**src/rtl/prgk_pkg.sv**
```systemverilog
package prgk_pkg;
  localparam int ADDR_W   = 16;
  localparam int DATA_W   = 8;
  localparam int N_SLOTS  = 3;
  localparam int N_KEYS   = 3;
  localparam int BANK_W   = 6;
  localparam int OFS_W    = 13;
  localparam logic [11:0] REG_PAGE = 12'h7EF;
  localparam logic [3:0]  KEY_OFS  = 4'h7;
  localparam logic [3:0]  BANK_OFS = 4'hA;

  function automatic logic [DATA_W-1:0] key_of(input int idx);
    case (idx)
      0:       return 8'hCA;
      1:       return 8'h69;
      default: return 8'h84;
    endcase
  endfunction
endpackage

```
**src/rtl/prgk_regs.sv**
```systemverilog
module prgk_regs
  import prgk_pkg::*;
#(
  parameter int NS = N_SLOTS,
  parameter int NK = N_KEYS,
  parameter int BW = BANK_W
) (
  input  logic                       clk_i,
  input  logic                       rst_ni,
  input  logic                       wr_i,
  input  logic                       win_i,
  input  logic [3:0]                 ofs_i,
  input  logic [DATA_W-1:0]          data_i,
  output logic [NS-1:0][BW-1:0]      bank_o,
  output logic [NK-1:0][DATA_W-1:0]  key_o
);
  logic wr_en;
  assign wr_en = wr_i & win_i;

  for (genvar s = 0; s < NS; s++) begin : g_bank
    localparam logic [3:0] A = BANK_OFS + 4'(s);
    always_ff @(posedge clk_i or negedge rst_ni) begin
      if (!rst_ni)                 bank_o[s] <= '0;
      else if (wr_en && ofs_i == A) bank_o[s] <= data_i[DATA_W-1 -: BW];
    end
  end

  for (genvar k = 0; k < NK; k++) begin : g_key
    localparam logic [3:0] A = KEY_OFS + 4'(k);
    always_ff @(posedge clk_i or negedge rst_ni) begin
      if (!rst_ni)                 key_o[k] <= '0;
      else if (wr_en && ofs_i == A) key_o[k] <= data_i;
    end
  end

  logic hit_bank, hit_key;
  assign hit_bank = wr_en && ofs_i >= BANK_OFS && ofs_i < BANK_OFS + 4'(NS);
  assign hit_key  = wr_en && ofs_i >= KEY_OFS  && ofs_i < KEY_OFS  + 4'(NK);

  p_bank_hold_r12: assert property (@(posedge clk_i) disable iff (!rst_ni)
    !hit_bank |=> $stable(bank_o));
  p_key_hold_r12: assert property (@(posedge clk_i) disable iff (!rst_ni)
    !hit_key |=> $stable(key_o));
  p_bank_load_r3: assert property (@(posedge clk_i) disable iff (!rst_ni)
    (wr_en && ofs_i == BANK_OFS) |=> bank_o[0] == $past(data_i[DATA_W-1 -: BW]));
endmodule

```
**src/rtl/prgk_key_gate.sv**
```systemverilog
module prgk_key_gate
  import prgk_pkg::*;
#(
  parameter int NK = N_KEYS
) (
  input  logic                       clk_i,
  input  logic                       rst_ni,
  input  logic [NK-1:0][DATA_W-1:0]  key_i,
  output logic [NK-1:0]              unlock_o
);
  for (genvar k = 0; k < NK; k++) begin : g_cmp
    assign unlock_o[k] = (key_i[k] == key_of(k));
  end

  p_locked_after_reset_r1: assert property (@(posedge clk_i) disable iff (!rst_ni)
    $rose(rst_ni) |-> unlock_o == '0);
endmodule

```
**src/rtl/prgk_addr_map.sv**
```systemverilog
module prgk_addr_map
  import prgk_pkg::*;
#(
  parameter int NS = N_SLOTS,
  parameter int NK = N_KEYS,
  parameter int BW = BANK_W,
  localparam int PRG_AW = BW + OFS_W
) (
  input  logic                   clk_i,
  input  logic                   rst_ni,
  input  logic [ADDR_W-1:0]      addr_i,
  input  logic                   rd_i,
  input  logic                   wr_i,
  input  logic [NS-1:0][BW-1:0]  bank_i,
  input  logic [NK-1:0]          unlock_i,
  output logic [PRG_AW-1:0]      prg_addr_o,
  output logic                   prg_ce_o,
  output logic [OFS_W-1:0]       ram_addr_o,
  output logic                   ram_ce_o,
  output logic                   ram_we_o,
  output logic                   reg_sel_o
);
  logic [1:0]    slot, region;
  logic [BW-1:0] sel_bank;
  logic          ram_win, region_open;

  assign slot   = addr_i[14:13];
  assign region = addr_i[12:11];

  always_comb begin
    sel_bank = '1;  // top window: last bank
    for (int s = 0; s < NS; s++)
      if (slot == 2'(s)) sel_bank = bank_i[s];
  end

  always_comb begin
    region_open = 1'b0;
    for (int k = 0; k < NK; k++)
      if (region == 2'(k)) region_open = unlock_i[k];
  end

  assign ram_win    = (addr_i[15:13] == 3'b011) && (!addr_i[12] || addr_i[11:10] == 2'b00);
  assign reg_sel_o  = (addr_i[15:4] == REG_PAGE);
  assign prg_ce_o   = addr_i[15] & rd_i;
  assign prg_addr_o = {sel_bank, addr_i[OFS_W-1:0]};
  assign ram_addr_o = addr_i[OFS_W-1:0];
  assign ram_ce_o   = ram_win & region_open & (rd_i | wr_i);
  assign ram_we_o   = ram_ce_o & wr_i;

  p_we_needs_ce_r13: assert property (@(posedge clk_i) disable iff (!rst_ni)
    ram_we_o |-> (ram_ce_o && wr_i));
  p_regwin_no_ram_r13: assert property (@(posedge clk_i) disable iff (!rst_ni)
    reg_sel_o |-> !ram_ce_o);
  p_fixed_bank_r4: assert property (@(posedge clk_i) disable iff (!rst_ni)
    (addr_i[15:13] == 3'b111) |-> (prg_addr_o[PRG_AW-1 -: BW] == '1));
  p_unmapped_r11: assert property (@(posedge clk_i) disable iff (!rst_ni)
    (addr_i >= 16'h7400 && addr_i < 16'h7EF0) |-> !(ram_ce_o || reg_sel_o || prg_ce_o));
endmodule

```
**src/rtl/prg_ram_decoder.sv**
```systemverilog
module prg_ram_decoder
  import prgk_pkg::*;
#(
  parameter int BW = BANK_W,
  localparam int PRG_AW = BW + OFS_W
) (
  input  logic               clk_i,
  input  logic               rst_ni,
  input  logic [ADDR_W-1:0]  cpu_addr_i,
  input  logic [DATA_W-1:0]  cpu_data_i,
  input  logic               cpu_rd_i,
  input  logic               cpu_wr_i,
  output logic [PRG_AW-1:0]  prg_addr_o,
  output logic               prg_ce_o,
  output logic [OFS_W-1:0]   ram_addr_o,
  output logic               ram_ce_o,
  output logic               ram_we_o,
  output logic               reg_sel_o
);
  logic [N_SLOTS-1:0][BW-1:0]     bank;
  logic [N_KEYS-1:0][DATA_W-1:0]  key;
  logic [N_KEYS-1:0]              unlock;

  prgk_regs #(.NS(N_SLOTS), .NK(N_KEYS), .BW(BW)) u_regs (
    .clk_i  (clk_i),
    .rst_ni (rst_ni),
    .wr_i   (cpu_wr_i),
    .win_i  (reg_sel_o),
    .ofs_i  (cpu_addr_i[3:0]),
    .data_i (cpu_data_i),
    .bank_o (bank),
    .key_o  (key)
  );

  prgk_key_gate #(.NK(N_KEYS)) u_gate (
    .clk_i    (clk_i),
    .rst_ni   (rst_ni),
    .key_i    (key),
    .unlock_o (unlock)
  );

  prgk_addr_map #(.NS(N_SLOTS), .NK(N_KEYS), .BW(BW)) u_map (
    .clk_i      (clk_i),
    .rst_ni     (rst_ni),
    .addr_i     (cpu_addr_i),
    .rd_i       (cpu_rd_i),
    .wr_i       (cpu_wr_i),
    .bank_i     (bank),
    .unlock_i   (unlock),
    .prg_addr_o (prg_addr_o),
    .prg_ce_o   (prg_ce_o),
    .ram_addr_o (ram_addr_o),
    .ram_ce_o   (ram_ce_o),
    .ram_we_o   (ram_we_o),
    .reg_sel_o  (reg_sel_o)
  );

  // region of an enabled access must hold its key
  p_locked_r10: assert property (@(posedge clk_i) disable iff (!rst_ni)
    ram_ce_o |-> ((cpu_addr_i[12:11] == 2'd0 && unlock[0]) ||
                  (cpu_addr_i[12:11] == 2'd1 && unlock[1]) ||
                  (cpu_addr_i[12:11] == 2'd2 && unlock[2])));
endmodule

```
**config.mk**
```make
export PLATFORM = sky130hd
export DESIGN_NAME = prg_ram_decoder
export DESIGN_NICKNAME = d
export VERILOG_FILES = /design/src/rtl/prgk_pkg.sv /design/src/rtl/prgk_regs.sv /design/src/rtl/prgk_key_gate.sv /design/src/rtl/prgk_addr_map.sv /design/src/rtl/prg_ram_decoder.sv
export SDC_FILE = /design/constraint.sdc
export NUM_CORES = 1
export LEC_CHECK = 0
export BUFFER_PORTS_ARGS = -buffer_cell sky130_fd_sc_hd__buf_2
export CAP_MARGIN = 20
export CORE_MARGIN = 2
export CORE_UTILIZATION = 55
export CTS_CLUSTER_DIAMETER = 100
export DETAILED_ROUTE_END_ITERATION = 10
export PLACE_DENSITY = 0.94
export SYNTH_ARGS = -nofsm -noshare
export SYNTH_HDL_FRONTEND = slang
export SYNTH_SLANG_ARGS = --single-unit
```
**constraint.sdc**
```tcl
create_clock -name clk_i -period 2 [get_ports clk_i]
set_input_delay 0.1 -clock clk_i [delete_from_list [all_inputs] [get_ports clk_i]]
set_output_delay 0.1 -clock clk_i [all_outputs]
set_load 0.02 [all_outputs]
```
==> flow_summary.toml <==
[run_status]
status = "complete, no violations"

[synth]
yosysTopAreaCellShare_pct = 49.7
synth_common_cells = "dfrtp_1 (42), mux2_2 (42), buf_4 (29), mux2_1 (6), o22a_1 (6)"
synth_edf_count = 0
syn_area_um2 = 2110
synth_warnings = 0
synth_cell_types = 25
synth_nets = 188
synth_seq_cells = 42
syn-instance-count = 160
ys_seq_area_share_pct = 49.7
yosys.area.top_type = "dfrtp_1"
synth.area.top_cells = "dfrtp_1 (50%), mux2_2 (22%), buf_4 (10%)"
synthArstFlopShare_pct = 100
synth_area_per_cell_um2 = 13.2
synth_top_flop_cell = "dfrtp_1"

[routing]
drcViolationCount = 0
vias = 1428
drt-total-wl_mm = 4.14
firstDrtPassIters = 4
detail-route-antenna-nets = 0
wire_per_inst_um = 16.4
vias_per_cell = 5.67
initialDrtViolationCount = 50

[global_route]
grt_max_degree = 43
grt_usage_pct = 21.7
grt_pass1_vias = 1458
antenna_found_initial = 0
overflow = 0
grt_pass1_wl_mm = 6.81

[cts]
h-tree-depth = 2
cts_sinks = 42
clkLatencyLatePin_ns = 0.29
path_clk_slew_ns = 0.07
cts_buffer_depth = 2
cts_tree = "done"
root_buffer = "clkbuf_8"
cts_setup_buffers = 0
cts_buffers = 5

[worst_setup_path]
cp_max_fo = 2
cp_num_buf_inv = 1
path_cells = "nor4bb_1, nand4b_1, a22oi_1, o211a_1, buf_2"
arrival_ns = 1.73
crit_required_ns = 1.90
path_class = "register to output port"
cpLargestDelayFamily = "simple AND/OR/NAND/NOR gates"
worstSetupEndpointType = "output port"
max_stage_delay_ns = 0.37
start_kind = "register"
crit_slowest_cell = "dfrtp_1"

[finish]
fin_util_pct = 64.6
area_growth_pct = 12.7
multi_input_area_um2 = 852
drive_gt1_share_pct = 58.3
stdcell_count = 252
seqCellArea_um2 = 1050
nets = 232
diodes = 0
fillCellCount = 280

[timing]
fin_worst_skew_ns = 0
rsz0062_at_grt = "false"
period_share_pct = 91.4
tightestPinTransition_ns = 0.906
slew_headroom_pct = 39.6
slew_viol_final = 0
fmax_mhz = 547
period_needed_ns = 1.83
report.final.hold_viol_count = 0
finalSetupViolCount = 0
layout_setup_ws_ns = 0.172
tns_ns = 0

[floorplanning]
dieArea_um2 = 4360
die_h_um = 66.0
placementRows = 22
die_w_um = 66.0
start_util_pct = 57.3
core_area_um2 = 3690
io_pins = 64

[flow_run]
max_cap_violations = 0

[place]
io_buffers = 63
dp.cells = 244
gp_congestion = 0.732
pre_cts_ws_ns = 0.235
dp_hpwl_mm = 3.08

[power_and_ir_drop]
p_per_area_nw_per_um2 = 645
peakVddDrop_v = 0.000387
leakagePower_uw = 0.00131

[worst_hold_path]
hp-class = "input port to register"
## power by group
group	leakage [uW]	switching [uW]	total, uW	internal [uW]
Combinational	0.000677	123	184	60.8
Clock	0.0000438	270	504	234
Sequential	0.000587	0.146	849	849
## registers in the layout, indices dropped and copies added, names as in the netlist
name / count
u_regs.key_o: 24
u_regs.bank_o: 18
## area by class of cell
| cell class | count | share of cell area, % |
|---|---|---|
| clock inverters | 2 | 0.420 |
| flip-flops and latches | 42 | 44.1 |
| multi-input cells | 89 | 35.8 |
| clock buffers | 5 | 2.89 |
| well taps | 48 | 2.52 |
| repair buffers | 66 | 14.3 |
## metal layers
layer	global-route usage, %	share of wire (%)	vias to the layer above
met5	0	0	-
met4	9.95	2.3	0
met3	5.62	6.6	11
met2	35.7	48	68
met1	26.8	43	702
li1	-	-	647
## placed cells by master (no fill, tap or decap)
cell type      synthesis  layout
a21oi_1                1       1
a22oi_1                1       1
and2_1                 1       1
and3_1                 2       2
buf_2                  0      63
buf_4                 29       2
clkbuf_8               0       5
clkinv_2               0       2
dfrtp_1               42      42
dlygate4sd3_1          0       1
mux2_1                 6       6
mux2_2                42      42
nand2_1                4       4
nand2_2                1       1
nand2b_1               1       1
nand3_1                1       1
nand3b_1               2       2
nand3b_2               2       2
nand4_1                1       1
nand4b_1               5       5
nor2_1                 3       3
nor3_1                 2       2
nor3b_1                1       1
nor4_1                 2       2
nor4_4                 1       1
nor4b_2                0       1
nor4bb_1               2       2
o211a_1                1       1
o22a_1                 6       6
## cell families (layout without fill, tap and decap cells)
| family | count (synthesis) | count (layout) | share of synthesized area [%] |
|---|---|---|---|
| and+or+nand+nor | 32 | 32 | 10.9 |
| DFF | 42 | 42 | 49.7 |
| buffers and inverters | 29 | 73 | 10.3 |
| muxes | 48 | 48 | 25.6 |
| AOI/OAI and AO/OA | 9 | 9 | 3.55 |
## what timing repair did
| action | CTS | global route |
|---|---|---|
| hold buffers | 1 | 0 |
| resized for setup | 0 | 1 |
| endpoints found under the setup margin | 0 | 2 |
| endpoints found under the hold margin | 42 | 0 |
## through the flow
stage	area, um^2	power, uW	hold WS (ns)
after floorplan	2110	985	-0.196
after global placement	2290	1050	0.267
after detailed placement	2290	1050	0.271
after CTS	2380	1550	0.0730
after global routing	2380	1600	0.0748
final	2380	1540	0.0708
## worst paths after layout
kind	start	endpoint	slack [ns]	cells after the start
max	u_regs.key_o[10]$_DFFE_PN0P_	ram_ce_o	0.17	5
min	cpu_data_i[1]	u_regs.key_o[9]$_DFFE_PN0P_	0.07	2
max reg2reg	u_regs.bank_o[6]$_DFFE_PN0P_	u_regs.bank_o[6]$_DFFE_PN0P_	1.22	1
min reg2reg	u_regs.key_o[11]$_DFFE_PN0P_	u_regs.key_o[11]$_DFFE_PN0P_	0.50	1
max in group asynchronous	rst_ni	u_regs.bank_o[7]$_DFFE_PN0P_	0.97	2
min in group asynchronous	rst_ni	u_regs.bank_o[13]$_DFFE_PN0P_	0.48	2
No activity file was read; power rests on OpenSTA's default activity.
